[config.mk]
export PLATFORM = sky130hd
export DESIGN_NAME = snoop_inval_unit
export DESIGN_NICKNAME = d
export VERILOG_FILES = /design/src/rtl/snoop_inval_pkg.sv /design/src/rtl/addr_hold_ctrl.sv /design/src/rtl/snoop_capture.sv /design/src/rtl/line_tag_store.sv /design/src/rtl/snoop_inval_unit.sv
export SDC_FILE = /design/constraint.sdc
export NUM_CORES = 1
export LEC_CHECK = 0
export BUFFER_PORTS_ARGS = -buffer_cell sky130_fd_sc_hd__buf_2
export CAP_MARGIN = 20
export CORE_MARGIN = 2
export CORE_UTILIZATION = 25
export DETAILED_ROUTE_END_ITERATION = 7
export GPL_TIMING_DRIVEN = 0
export PLACE_DENSITY = 0.44
export SKIP_LAST_GASP = 1
export SLEW_MARGIN = 10
export SYNTH_ARGS = -nofsm -noshare
export SYNTH_HDL_FRONTEND = slang
export SYNTH_SLANG_ARGS = --single-unit
[constraint.sdc]
create_clock -name clk -period 2.4 [get_ports clk]
set_input_delay 0.24 -clock clk [delete_from_list [all_inputs] [get_ports clk]]
set_output_delay 0.24 -clock clk [all_outputs]
set_load 0.01 [all_outputs]
[src/rtl/snoop_inval_pkg.sv]
package snoop_inval_pkg;
  localparam int unsigned DEF_ADDR_W = 32;
  localparam int unsigned DEF_OFFS_W = 4;
  localparam int unsigned DEF_IDX_W  = 4;

  function automatic int unsigned tag_width(int unsigned aw, int unsigned ow, int unsigned iw);
    return aw - ow - iw;
  endfunction
endpackage

[src/rtl/addr_hold_ctrl.sv]
module addr_hold_ctrl (
  input  logic clk,
  input  logic rst_n,
  input  logic ahold,
  output logic addr_oe
);
  always_ff @(posedge clk or negedge rst_n) begin
    if (!rst_n) addr_oe <= 1'b1;
    else        addr_oe <= ~ahold;
  end


  release_on_hold_chk: assert property (@(posedge clk) disable iff (!rst_n)
    ahold |=> !addr_oe);

  reclaim_after_hold_chk: assert property (@(posedge clk) disable iff (!rst_n)
    !ahold |=> addr_oe);
endmodule

[src/rtl/snoop_capture.sv]
module snoop_capture #(
  parameter int unsigned LA_W = 28
) (
  input  logic            clk,
  input  logic            rst_n,
  input  logic            ahold,
  input  logic            eads_n,
  input  logic [LA_W-1:0] line_addr_in,
  output logic            snp_pend,
  output logic [LA_W-1:0] snp_line
);
  logic take;
  assign take = ahold & ~eads_n;

  always_ff @(posedge clk or negedge rst_n) begin
    if (!rst_n) begin
      snp_pend <= 1'b0;
      snp_line <= '0;
    end else begin
      snp_pend <= take;
      if (take) snp_line <= line_addr_in;
    end
  end


  strobe_needs_hold_chk: assert property (@(posedge clk) disable iff (!rst_n)
    (!ahold || eads_n) |=> !snp_pend);

  capture_addr_chk: assert property (@(posedge clk) disable iff (!rst_n)
    (ahold && !eads_n) |=> (snp_pend && snp_line == $past(line_addr_in)));
endmodule

[src/rtl/line_tag_store.sv]
module line_tag_store #(
  parameter int unsigned IDX_W = 4,
  parameter int unsigned TAG_W = 24,
  localparam int unsigned LINES = 1 << IDX_W,
  localparam int unsigned LA_W  = IDX_W + TAG_W
) (
  input  logic            clk,
  input  logic            rst_n,
  input  logic            lk_valid,
  input  logic [LA_W-1:0] lk_line,
  input  logic            fill_we,
  input  logic [LA_W-1:0] fill_line,
  output logic            inval_hit
);
  logic [LINES-1:0] valid_q;
  logic [TAG_W-1:0] tag_q [LINES];
  logic [LINES-1:0] tag_eq;
  logic [IDX_W-1:0] lk_idx, fill_idx;
  logic [TAG_W-1:0] lk_tag, fill_tag;
  logic             lk_hit;

  assign lk_idx   = lk_line[IDX_W-1:0];
  assign lk_tag   = lk_line[LA_W-1:IDX_W];
  assign fill_idx = fill_line[IDX_W-1:0];
  assign fill_tag = fill_line[LA_W-1:IDX_W];

  for (genvar g = 0; g < LINES; g++) begin : g_cmp
    assign tag_eq[g] = (tag_q[g] == lk_tag);
  end

  assign lk_hit = lk_valid & valid_q[lk_idx] & tag_eq[lk_idx];

  always_ff @(posedge clk or negedge rst_n) begin
    if (!rst_n) begin
      valid_q   <= '0;
      inval_hit <= 1'b0;
      for (int i = 0; i < LINES; i++) tag_q[i] <= '0;
    end else begin
      inval_hit <= lk_hit;
      for (int i = 0; i < LINES; i++) begin
        if (lk_hit && lk_idx == IDX_W'(i)) begin
          valid_q[i] <= 1'b0;
        end else if (fill_we && fill_idx == IDX_W'(i)) begin
          valid_q[i] <= 1'b1;
        end
        if (fill_we && fill_idx == IDX_W'(i)) tag_q[i] <= fill_tag;
      end
    end
  end


  hit_clears_line_chk: assert property (@(posedge clk) disable iff (!rst_n)
    lk_hit |=> (!valid_q[$past(lk_idx)] && inval_hit));

  miss_keeps_lines_chk: assert property (@(posedge clk) disable iff (!rst_n)
    (!lk_hit && !fill_we) |=> ($stable(valid_q) && !inval_hit));

  fill_marks_line_chk: assert property (@(posedge clk) disable iff (!rst_n)
    (fill_we && !(lk_hit && lk_idx == fill_idx)) |=> valid_q[$past(fill_idx)]);

  inval_beats_fill_chk: assert property (@(posedge clk) disable iff (!rst_n)
    (fill_we && lk_hit && lk_idx == fill_idx) |=> !valid_q[$past(fill_idx)]);
endmodule

[src/rtl/snoop_inval_unit.sv]
module snoop_inval_unit
  import snoop_inval_pkg::*;
#(
  parameter int unsigned ADDR_W = DEF_ADDR_W,
  parameter int unsigned OFFS_W = DEF_OFFS_W,
  parameter int unsigned IDX_W  = DEF_IDX_W,
  localparam int unsigned TAG_W = tag_width(ADDR_W, OFFS_W, IDX_W),
  localparam int unsigned LA_W  = ADDR_W - OFFS_W
) (
  input  logic              clk,
  input  logic              rst_n,
  input  logic              ahold,
  input  logic              eads_n,
  input  logic [ADDR_W-1:0] addr_in,
  input  logic [ADDR_W-1:0] cpu_addr,
  output logic [ADDR_W-1:0] addr_out,
  output logic              addr_oe,
  input  logic              fill_valid,
  output logic              fill_ready,
  input  logic [ADDR_W-1:0] fill_addr,
  output logic              inval_hit
);
  logic            snp_pend;
  logic [LA_W-1:0] snp_line;
  logic            unused_offs;

  assign unused_offs = ^{addr_in[OFFS_W-1:0], fill_addr[OFFS_W-1:0]};
  assign addr_out    = cpu_addr;
  assign fill_ready  = 1'b1;

  addr_hold_ctrl u_hold (
    .clk    (clk),
    .rst_n  (rst_n),
    .ahold  (ahold),
    .addr_oe(addr_oe)
  );

  snoop_capture #(.LA_W(LA_W)) u_cap (
    .clk         (clk),
    .rst_n       (rst_n),
    .ahold       (ahold),
    .eads_n      (eads_n),
    .line_addr_in(addr_in[ADDR_W-1:OFFS_W]),
    .snp_pend    (snp_pend),
    .snp_line    (snp_line)
  );

  line_tag_store #(.IDX_W(IDX_W), .TAG_W(TAG_W)) u_tags (
    .clk      (clk),
    .rst_n    (rst_n),
    .lk_valid (snp_pend),
    .lk_line  (snp_line),
    .fill_we  (fill_valid & fill_ready),
    .fill_line(fill_addr[ADDR_W-1:OFFS_W]),
    .inval_hit(inval_hit)
  );
endmodule

Word level (Yosys, flattened, before mapping)
Index checks and enable logic that the tools add are counted.
- word-level logic and storage cells: 174
- register bits after elaboration: 431
- output and inout port bits: 35
- input bits: 101
- eq/ne operators: 46
- $lt $le $gt $ge: 1
- mux-type cells: 36
- reduce and logical (&&, ||, !) cells: 50
- bitwise logic cells: 5
- operators by type and width (kind ; count):
    24-bit == test ; 16
    4-bit == test (second input constant) ; 16
    1-bit two-way mux ; 34
    4-bit by 3-bit == test with 1-bit output (second input constant) ; 8
    1-bit logical AND ; 32
    2-bit nonzero test ; 16
    4-bit by 2-bit == test with 1-bit output (second input constant) ; 4
    1-bit binary-select mux with 4-bit select ; 2
    4-bit by 1-bit == test with 1-bit output (second input constant) ; 2
    4-bit zero test ; 2
    4-bit by 5-bit less-than comparator with 1-bit output (second input constant) ; 1
    1-bit AND ; 3
    1-bit NOT ; 2

Depth between registers and ports, before layout
Gate-level depths: netlist of run 1.
- depth after elaboration: 6
- mapped depth: 9
- depth with buffers taken out: 7

Cells and area by module
From an unflattened synthesis of run 1, not the netlist that was laid out.
- cell total of the unflattened synthesis: 1611
- area, all modules: 21172.8 um^2
- by module, submodules not included (module ; cells an instance ; seq. area each (um^2) ; instances ; area each (um^2)):
    line_tag_store ; 1514 ; 10034.6 ; 1 ; 19764.0
    snoop_capture ; 61 ; 725.7 ; 1 ; 1127.3
    snoop_inval_unit ; 34 ; 0.0 ; 1 ; 251.5
    addr_hold_ctrl ; 2 ; 26.3 ; 1 ; 30.0

Worst setup path before layout of run 1
OpenSTA, ideal clock, no wires.
- kind: register to register
- from: register u_cap.snp_line[17]
- to: register u_tags.valid_q[12]
- period minus slack after synthesis: 1.977 ns
- library setup time: 0.126 ns
- path buffers: 1
- data required time: 2.274 ns
- stages on the path, launching flop included: 9
- data arrival time: 1.851 ns
- setup slack: 0.423 ns
- cell sequence: dfrtp_1 -> buf_4 -> xor2_1 -> nor4_2 -> nand4_1 -> o211ai_2 -> o2111a_4 -> nand4_1 -> o32a_1
- longest elaborated chain between the ends: 6
- elaborated cells between the ends (all ways): 22
- classes of those cells: eq/ne (16); mux (3); bitwise (1); reduce/logical (2)
- RTL lines (item ; line ; text):
    from (decl) ; snoop_capture.sv:10 ; output logic [LA_W-1:0] snp_line
    from (signal assigned) ; snoop_capture.sv:21 ; if (take) snp_line <= line_addr_in;
    24-bit == test ; line_tag_store.sv:28 ; assign tag_eq[g] = (tag_q[g] == lk_tag);
    1-bit binary-select mux with 4-bit select (*) ; line_tag_store.sv:31 ; assign lk_hit = lk_valid & valid_q[lk_idx] & tag_eq[lk_idx];
    1-bit two-way mux (not written as such) (*) ; line_tag_store.sv:31 ;
    1-bit AND (*) ; line_tag_store.sv:31 ;
    1-bit logical AND (*) ; line_tag_store.sv:41 ; if (lk_hit && lk_idx == IDX_W'(i)) begin
    1-bit two-way mux or 2-bit nonzero test (tied branches) ; - ;
    to (signal assigned) ; line_tag_store.sv:35 ; valid_q <= '0;
    to (signal, indexed assignment) ; line_tag_store.sv:42 ; valid_q[i] <= 1'b0;
    to (signal, indexed assignment) ; line_tag_store.sv:44 ; valid_q[i] <= 1'b1;
    to (decl) ; line_tag_store.sv:15 ; logic [LINES-1:0] valid_q;
Every way passes the cells marked *; elsewhere a longest branch is shown, timed or not. The select of a mux whose other input is x is not followed.
A chain may end at the register's enable or synchronous reset.

Final worst setup path of run 1
- from: register u_cap.snp_line[18]
- to: register u_tags.valid_q[14]
Same word-level chain as after synthesis.

==> impl_metrics.toml, run 1 <==
[sta]
grt_setup_unrepaired = "true"
finalSetupViolations = 17
worst_slew_pin_slew_ns = 1.20
fin_setup_tns_ns = -3.04
max_slew_margin = 0.198
clock.fmax_ghz = 0.375
timing.final.ws_setup_ns = -0.270
period_share = 1.11
hold_viol_final = 0
report.final.slew_viol_count = 0
fin_skew_ns = 0.0169
fin_crit_ns = 2.67

[route]
routed_wl_um = 76200
drt-initial-drc-count = 720
drc_errors = 0
vias = 13782
wl_per_cell_um = 25.0
vias_per_cell = 4.52
drt_pass1_iterations = 4
ant_nets = 0

[worst_setup_path]
rrSetupSlack_ns = -0.27
crit_path_frequent_cell = "nand4_1"
crit_type = "flip-flop to flip-flop"
worst_setup_path_end_kind = "flip-flop"
r2r_start = "u_cap.snp_line[18]"
critical_path_peak_fanout = 7
r2r-end = "u_tags.valid_q[14]"
cp.arrival_ns = 3.13
ff2ff_path_depth = 9
cp_top_family = "compound AO/OA/AOI/OAI gates"
worst-path-buf-inv = 2
startpoint_type = "flip-flop"
crit_required_ns = 2.86
cpMaxStageDelayCell = "dfrtp_1"
max_stage_delay_ns = 0.40
cp_cell_sequence = "buf_12 -> xor2_4 -> nor4_4 -> nand4_1 -> o211ai_2 -> o2111a_4 -> buf_6 -> nand4_1 -> o32a_1"

[cts]
path_clk_slew_ns = 0.06
cts_buffer_depth = 3
cts_tree = "done"
clk_latency_ns = 0.59
h-tree-depth = 2
root_buffer = "clkbuf_16"
numCtsBuffers = 49
clkSinkCount = 431

[final_layout]
drive_gt1_frac = 0.388
utilization = 0.315
layout_commonest_cell = "dfrtp_1"
final_cells = 3050
fill_cells = 8449
regArea_sq_um = 10800
final_cell_mix = "dfrtp_1 (430), mux2_2 (386), xor2_1 (188)"
antenna_cells = 0
multi_input_area_sq_um = 10000
finish.net_count = 1979
area_growth_pct = 24.6

[logic_synthesis]
synth-seq-cells = 431
synth-edff-count = 0
synth_cells = 1671
syn_area_sq_um = 21100
synthArstFlopShare = 1.00
synthesis.nets = 1772
synth_warnings = 0
ys_seq_area_frac = 0.510
synth_area_per_cell_sq_um = 12.6
synth_flop_cell = "dfrtp_1"
synth_cell_types = 41

[grt]
grt_usage = 0.176
overflow = 0
antenna_found_initial = 2
grt_pass1_vias = 14639
grt_pass1_wl_um = 109000
grt_max_degree = 100

[min_path]
hold-path-endpoint = "u_tags.tag_q[63]"
hold_start = "fill_addr[23]"
hold_path_depth = 2
hold_class = "primary input to flip-flop"

[placed_design]
place_inst = 2909
io_buffers = 94
gp_congestion = 0.853
dp_hpwl_um = 53900
post-place-ws_ns = -1.27

[pwr]
ir_drop_v = 0.000493
power.leakage_nw = 11.0
total_power_w = 0.0246
power.density_nw_per_um2 = 933

[die]
die_x_um = 295
rows = 106
die_area_sq_um = 86900
ios = 136
die_h_um = 295
start_util = 0.253
core_area_sq_um = 83700

[outcome]
violations = "negative setup slack"
status = "complete, but fails checks"

[run]
maxCapViolations = 0
==> logic make-up (layout without fill, tap and decap cells) <==
kind of cell / after synthesis / count (layout) / synth area share
AO/OA/AOI/OAI: 30 / 30 / 0.0113
XOR/XNOR: 384 / 384 / 0.159
buffers and inverters: 158 / 403 / 0.0410
flip-flops: 431 / 431 / 0.510
multiplexers: 390 / 390 / 0.210
other: 1 / 1 / 0.000177
AND/OR/NAND/NOR: 277 / 277 / 0.0681
==> state kept, by name (all words and copies together), names as in the netlist <==
signal	flops
u_tags.inval_hit	1
u_hold.addr_oe	1
u_cap.snp_line	28
u_tags.valid_q	16
u_tags.tag_q	384
u_cap.snp_pend	1
==> power breakdown <==
group / switching (W) / internal (W)
Combinational: 0.00338 / 0.00329
Clock: 0.00317 / 0.00472
Sequential: 0.00111 / 0.00890
Total: 0.00766 / 0.0169
==> layout make-up <==
| type | count | share of cell area |
|---|---|---|
| Inverter | 5 | 0.000855 |
| Multi-Input combinational cell | 1082 | 0.381 |
| Clock inverter | 16 | 0.00917 |
| Sequential cell | 431 | 0.410 |
| Clock buffer | 73 | 0.0538 |
| Timing Repair Buffer | 156 | 0.0455 |
| Tap cell | 1134 | 0.0539 |
| Buffer | 153 | 0.0465 |
==> cell usage after synthesis (5+ instances only) <==
master    number  area share
nor2b_1        5      0.0015
nor4_1        48       0.014
xor2_1       191       0.079
dfrtp_1      430        0.51
nor3_1        16      0.0038
buf_6          9      0.0048
nand3_1       15      0.0036
nor2_1        21      0.0037
buf_4         44       0.016
nand2_1       95       0.017
buf_2         33      0.0078
nand2b_1       6      0.0018
nand4_1       59       0.017
mux2_2       386        0.21
xnor2_1      193       0.080
clkbuf_1      65       0.012
a21oi_1       11      0.0026
==> worst max path at each step <==
stage,start,to,slack (ns),depth (start not counted)
after global routing,u_cap.snp_line[17],u_tags.inval_hit,-0.34,9
after detailed placement,u_cap.snp_line[18],u_tags.inval_hit,-1.27,8
after global placement,rst_n,u_tags.tag_q[29],-8.11,1
final,u_cap.snp_line[18],u_tags.valid_q[14],-0.27,9
after CTS,u_cap.snp_line[16],u_tags.inval_hit,-0.24,8
after floorplan,u_cap.snp_line[17],u_tags.valid_q[12],0.42,8
==> worst reg2reg max path, delay by kind of cell, from the launching register on <==
| family | cells | cell delay (ns) |
|---|---|---|
| XOR/XNOR | 1 | 0.19 |
| buffers and inverters | 2 | 0.29 |
| AND/OR/NAND/NOR | 3 | 0.76 |
| AO/OA/AOI/OAI | 3 | 0.91 |
| flip-flops | 1 | 0.40 |
==> layer usage <==
layer | routed length (um) | global-route usage | share of wire
met4 | 2130 | 0.0467 | 0.028
met5 | 0 | 0 | 0
met1 | 34700 | 0.236 | 0.46
met3 | 2150 | 0.0183 | 0.028
met2 | 37200 | 0.300 | 0.49
==> metrics by stage <==
stage	instance area [sq um]	hold slack (ns)
after floorplan	21100	-0.0556
after global placement	23000	0.369
after detailed placement	23200	0.173
after CTS	26000	0.00264
after global routing	26300	0.0221
final	26300	0.0220
==> what timing repair did <==
item	in CTS	in global routing
pin swaps	23	26
buffers inserted	12	8
hold endpoints to repair	143	0
gates resized for setup	145	43
setup endpoints to repair	17	17
hold buffers	32	0
Note: power is estimated with default switching activity, not from simulation.
==> run 2: changes to the inputs <==
--- a/config.mk
+++ b/config.mk
@@ -10,6 +10,6 @@
 export CORE_MARGIN = 2
-export CORE_UTILIZATION = 25
+export CORE_UTILIZATION = 50
 export DETAILED_ROUTE_END_ITERATION = 7
 export GPL_TIMING_DRIVEN = 0
-export PLACE_DENSITY = 0.44
+export PLACE_DENSITY = 0.72
 export SKIP_LAST_GASP = 1
==> constraint.sdc (replaced) <==
create_clock -name clk -period 2.4 [get_ports clk]
set_input_delay 0.36 -clock clk [delete_from_list [all_inputs] [get_ports clk]]
set_output_delay 0.36 -clock clk [all_outputs]
set_load 0.01 [all_outputs]
==> impl_metrics.toml, run 2 (synthesis gave the netlist of run 1 again) <==
[grt]
grt_usage = 0.299
grt_pass1_wl_um = 95100
antenna_found_initial = 1
grt_pass1_vias = 14531
overflow = 0
grt_max_degree = 107

[placed_design]
gp_congestion = 0.934
dp_hpwl_um = 44100
post-place-ws_ns = -0.872
io_buffers = 94
placed_cell_area_sq_um = 22400

[final_layout]
stdcell_area_sq_um = 24600
largest-register = "u_tags.tag_q"
final_cell_mix = "dfrtp_1 (430), mux2_2 (386), xor2_1 (191)"
layout_commonest_cell = "dfrtp_1"
area_growth_pct = 16.2
fill_cells = 3397
drive_gt1_frac = 0.370
largest_registers = "u_tags.tag_q x384, u_cap.snp_line x28, u_tags.valid_q x16"
utilization = 0.587
largest_register_ffs = 384
finish.net_count = 1929
multi_input_area_sq_um = 9770
regArea_sq_um = 10800

[sta]
timing.final.ws_setup_ns = -0.147
fin_crit_ns = 2.55
finalSetupViolations = 10
fin_setup_tns_ns = -0.637
fin_skew_ns = 0.0140
report.final.slew_viol_count = 0
grt_setup_unrepaired = "true"
hold_viol_final = 0
max_slew_margin = 0.265
period_share = 1.06
clock.fmax_ghz = 0.393
worst_slew_pin_slew_ns = 1.10

[cts]
h-tree-depth = 2
clk_latency_ns = 0.58
cts_tree = "done"
clkSinkCount = 431
path_clk_slew_ns = 0.06
root_buffer = "clkbuf_16"
numCtsBuffers = 46
cts_buffer_depth = 3

[route]
ant_nets = 0
vias_per_cell = 5.81
drt_pass1_iterations = 7
drt-initial-drc-count = 1036
drc_errors = 0
wl_per_cell_um = 26.8
routed_wl_um = 64300
vias = 13949

[worst_setup_path]
worst-path-buf-inv = 2
crit_required_ns = 2.86
crit_path_frequent_cell = "nand4_1"
max_stage_delay_ns = 0.38
startpoint_type = "flip-flop"
crit_type = "flip-flop to flip-flop"
cp_cell_sequence = "buf_4 -> buf_6 -> xnor2_1 -> nand4_1 -> nor4_2 -> nand4_1 -> nand3_1 -> a21oi_1 -> a2111oi_4"
critical_path_peak_fanout = 10
worst_setup_path_end_kind = "flip-flop"
cpMaxStageDelayCell = "a2111oi_4"
cp.arrival_ns = 3.00
cp_top_family = "simple AND/OR/NAND/NOR gates"

[pwr]
power.leakage_nw = 10.6
ir_drop_v = 0.000785
power.density_nw_per_um2 = 955

[die]
die_h_um = 210
core_area_sq_um = 41900
start_util = 0.505
die_area_sq_um = 43900
rows = 75
die_x_um = 210
ios = 136

[outcome]
violations = "negative setup slack"
status = "complete, but fails checks"

[run]
maxCapViolations = 0

[min_path]
hold_class = "primary input to flip-flop"
==> run 2: changes by cell type in the layout (fill, tap and decap cells not counted), moves of 5 or more <==
cell           delta
xnor2_1           +8
clkinv_2          -5
dlygate4sd3_1    -29
buf_12           -13
buf_6             -6
xnor2_2           -8
a21oi_1           +5
nor4_1            +8
==> run 2: worst register-to-register path, delay by kind of cell (launching register included) <==
kind                      cells  cell delay (ns)
AOI/OAI and AO/OA             2             0.50
DFF                           1             0.34
xor gates and xnor gates      1             0.15
and+or+nand+nor               4             0.96
buffers and inverters         2             0.48
==> run 2: routing by layer <==
layer / vias to the layer above / part of all wire / global-route usage
met4: 0 / 0.053 / 0.155
met3: 141 / 0.050 / 0.0417
met1: 7337 / 0.41 / 0.388
met2: 470 / 0.49 / 0.492
met5: - / 0 / 0
li1: 6001 / - / -
==> run 2: worst paths after layout <==
path,startpoint,slack (ns),cells after the start,end
setup / recovery,u_cap.snp_line[22],-0.15,9,u_tags.inval_hit
hold / removal,addr_in[28],0.02,2,u_cap.snp_line[24]
setup reg to reg,u_cap.snp_line[22],-0.15,9,u_tags.inval_hit
hold reg to reg,u_tags.tag_q[94],0.50,2,u_tags.tag_q[94]
max in group asynchronous,rst_n,0.35,5,u_tags.tag_q[2]
min in group asynchronous,rst_n,0.32,2,u_tags.tag_q[324]
==> run 2: metrics by stage <==
stage,std cells,hold WS (ns),power (W)
2_1_floorplan,1671,0.0644,0.0139
3_3_place_gp,2304,0.471,0.0155
3_5_place_dp,2308,0.358,0.0158
4_1_cts,2396,0.000993,0.0234
5_1_grt,2400,0.0205,0.0244
6_report,2401,0.0189,0.0234
==> run 2: repair_timing <==
action                                  in CTS  in global routing
gates resized for setup                    106                  6
hold endpoints to repair                    71                  0
pin swaps                                   16                 13
hold buffers                                 3                  0
setup buffers                                4                  3
endpoints found under the setup margin      17                 17
==> run 2: final cells by class <==
class,instances,share of cell area
sequential,431,0.439
tap,539,0.0275
clock buffer,73,0.0573
clock inverter,8,0.00479
antenna,1,0.000102
buffer,153,0.0439
multi-input combinational,1082,0.398
timing repair buffer,109,0.0285
inverter,5,0.000764
==> run 2: power breakdown <==
| group | total [W] | internal (W) | switching (W) |
|---|---|---|---|
| clock network | 0.00727 | 0.00432 | 0.00295 |
| logic | 0.00615 | 0.00306 | 0.00309 |
| registers | 0.0100 | 0.00890 | 0.00112 |
| total | 0.0234 | 0.0163 | 0.00717 |
==> run 3: changes to the inputs <==
- PLACE_DENSITY: 0.72 -> 0.74
- clock period: 2.4 -> 2.3 ns (I/O delays scaled with it)
==> impl_metrics.toml, run 3 (synthesis gave the netlist of run 1 again) <==
[outcome]
status = "complete, but fails checks"
violations = "negative setup slack"

[grt]
grt_max_degree = 110
grt_pass1_wl_um = 96000
grt_pass1_vias = 14720
grt_usage = 0.300
antenna_found_initial = 1
overflow = 0

[run]
maxCapViolations = 0

[sta]
timing.final.ws_setup_ns = -0.251
fin_setup_tns_ns = -1.67
worst_slew_pin_slew_ns = 1.27
max_slew_margin = 0.150
period_share = 1.11
clock.fmax_ghz = 0.392
grt_setup_unrepaired = "true"
timing.hold.ws_ns = 0.0113
fin_skew_ns = 0.0163
finalSetupViolations = 15
report.final.slew_viol_count = 0
fin_crit_ns = 2.55
hold_viol_final = 0

[cts]
cts_tree = "done"
h-tree-depth = 2
path_clk_slew_ns = 0.06
clkSinkCount = 431
root_buffer = "clkbuf_16"
numCtsBuffers = 45
clk_latency_ns = 0.56
cts_buffer_depth = 3

[final_layout]
largest_register_ffs = 384
drive_gt1_frac = 0.409
largest-register = "u_tags.tag_q"
fill_cells = 3232
final_cell_mix = "dfrtp_1 (430), mux2_2 (386), xor2_1 (186)"
finish.net_count = 1971
layout_commonest_cell = "dfrtp_1"
utilization = 0.609
multi_input_area_sq_um = 10000
largest_registers = "u_tags.tag_q x384, u_cap.snp_line x28, u_tags.valid_q x16"
final_cells = 2444
area_growth_pct = 20.5
regArea_sq_um = 10800

[worst_setup_path]
r2r_start = "u_cap.snp_line[16]"
startpoint_type = "flip-flop"
cp_cell_sequence = "buf_12 -> buf_12 -> xor2_1 -> nor4_2 -> nand3_1 -> o21ai_2 -> o21ai_0 -> a2111oi_4"
rrSetupSlack_ns = -0.25
r2r-end = "u_tags.inval_hit"
cp.arrival_ns = 2.99
worst_setup_path_end_kind = "flip-flop"
crit_path_frequent_cell = "buf_12"
max_stage_delay_ns = 0.48
ff2ff_path_depth = 8
crit_type = "flip-flop to flip-flop"
cpMaxStageDelayCell = "nor4_2"
crit_required_ns = 2.74
critical_path_peak_fanout = 6

[route]
vias = 14385
drc_errors = 0
vias_per_cell = 5.89
drt_pass1_iterations = 5
drt-initial-drc-count = 1280
wl_per_cell_um = 27.1
routed_wl_um = 66300
ant_nets = 0

[pwr]
power.leakage_nw = 11.1
ir_drop_v = 0.000650
power.density_nw_per_um2 = 985

[min_path]
hold_class = "primary input to flip-flop"
hold_start = "addr_in[16]"
hold_path_depth = 2
hold-path-endpoint = "u_cap.snp_line[12]"

[die]
core_area_sq_um = 41900
start_util = 0.505
rows = 75
die_area_sq_um = 43900
die_h_um = 210
die_x_um = 210
ios = 136

[placed_design]
gp_congestion = 0.948
place_inst = 2308
dp_hpwl_um = 44100
io_buffers = 94
[run 3: changes by cell type in the layout (fill, tap and decap cells not counted), sizes merged]
cell and delta:
bufbuf +1, clkinv +7, bufinv +1, dlygate4sd3 -1, buf +41, clkbuf -6
[run 3: worst max-delay path: cells and delay by family, from the launching register on]
kind,cells,cell delay (ns)
buffers and inverters,2,0.30
DFF,1,0.41
xor gates and xnor gates,1,0.16
AOI/OAI and AO/OA,3,0.91
and+or+nand+nor,2,0.64
[run 3: repair_timing]
item,CTS,global route
setup buffers,32,16
hold buffers,2,0
pin swaps,36,18
endpoints found under the hold margin,41,0
setup endpoints to repair,17,114
cloned,1,3
resized for setup,156,42
[run 3: area by class of cell]
type,instances,area share
buffer,153,0.0504
clock buffer,65,0.0531
multi-input combinational,1082,0.394
antenna,1,0.0000982
sequential,431,0.423
tap,539,0.0265
clock inverter,16,0.00717
inverter,5,0.000737
timing repair buffer,152,0.0451
[run 3: power breakdown]
part,switching [W],internal (W)
clock network,0.00307,0.00451
logic,0.00338,0.00359
registers,0.00124,0.00929
total,0.00769,0.0174
[run 3: worst max path at each step]
stage	start	end	slack [ns]	cells after the start
4_1_cts	u_cap.snp_line[18]	u_tags.inval_hit	-0.13	9
6_report	u_cap.snp_line[16]	u_tags.inval_hit	-0.25	8
3_3_place_gp	rst_n	u_tags.tag_q[12]	-7.65	1
2_1_floorplan	u_cap.snp_line[17]	u_tags.valid_q[12]	0.32	8
5_1_grt	u_cap.snp_line[16]	u_tags.valid_q[11]	-0.24	9
3_5_place_dp	u_cap.snp_line[1]	u_tags.inval_hit	-0.93	8
[run 3: per-stage QoR]
stage	setup WS (ns)	total power, W	area (sq um)
after floorplan	0.323	0.0145	21100
after global placement	-7.65	0.0162	22300
after detailed placement	-0.935	0.0165	22400
after CTS	-0.134	0.0247	25000
after global routing	-0.239	0.0260	25500
final	-0.251	0.0251	25500
[run 3: metal layers]
| layer | wire, um | track usage | share of wire | vias up |
|---|---|---|---|---|
| li1 | - | - | - | 6092 |
| met1 | 26500 | 0.394 | 0.40 | 7519 |
| met2 | 31500 | 0.488 | 0.48 | 583 |
| met3 | 4010 | 0.0426 | 0.060 | 191 |
| met4 | 4210 | 0.160 | 0.064 | 0 |
| met5 | 0 | 0 | 0 | - |
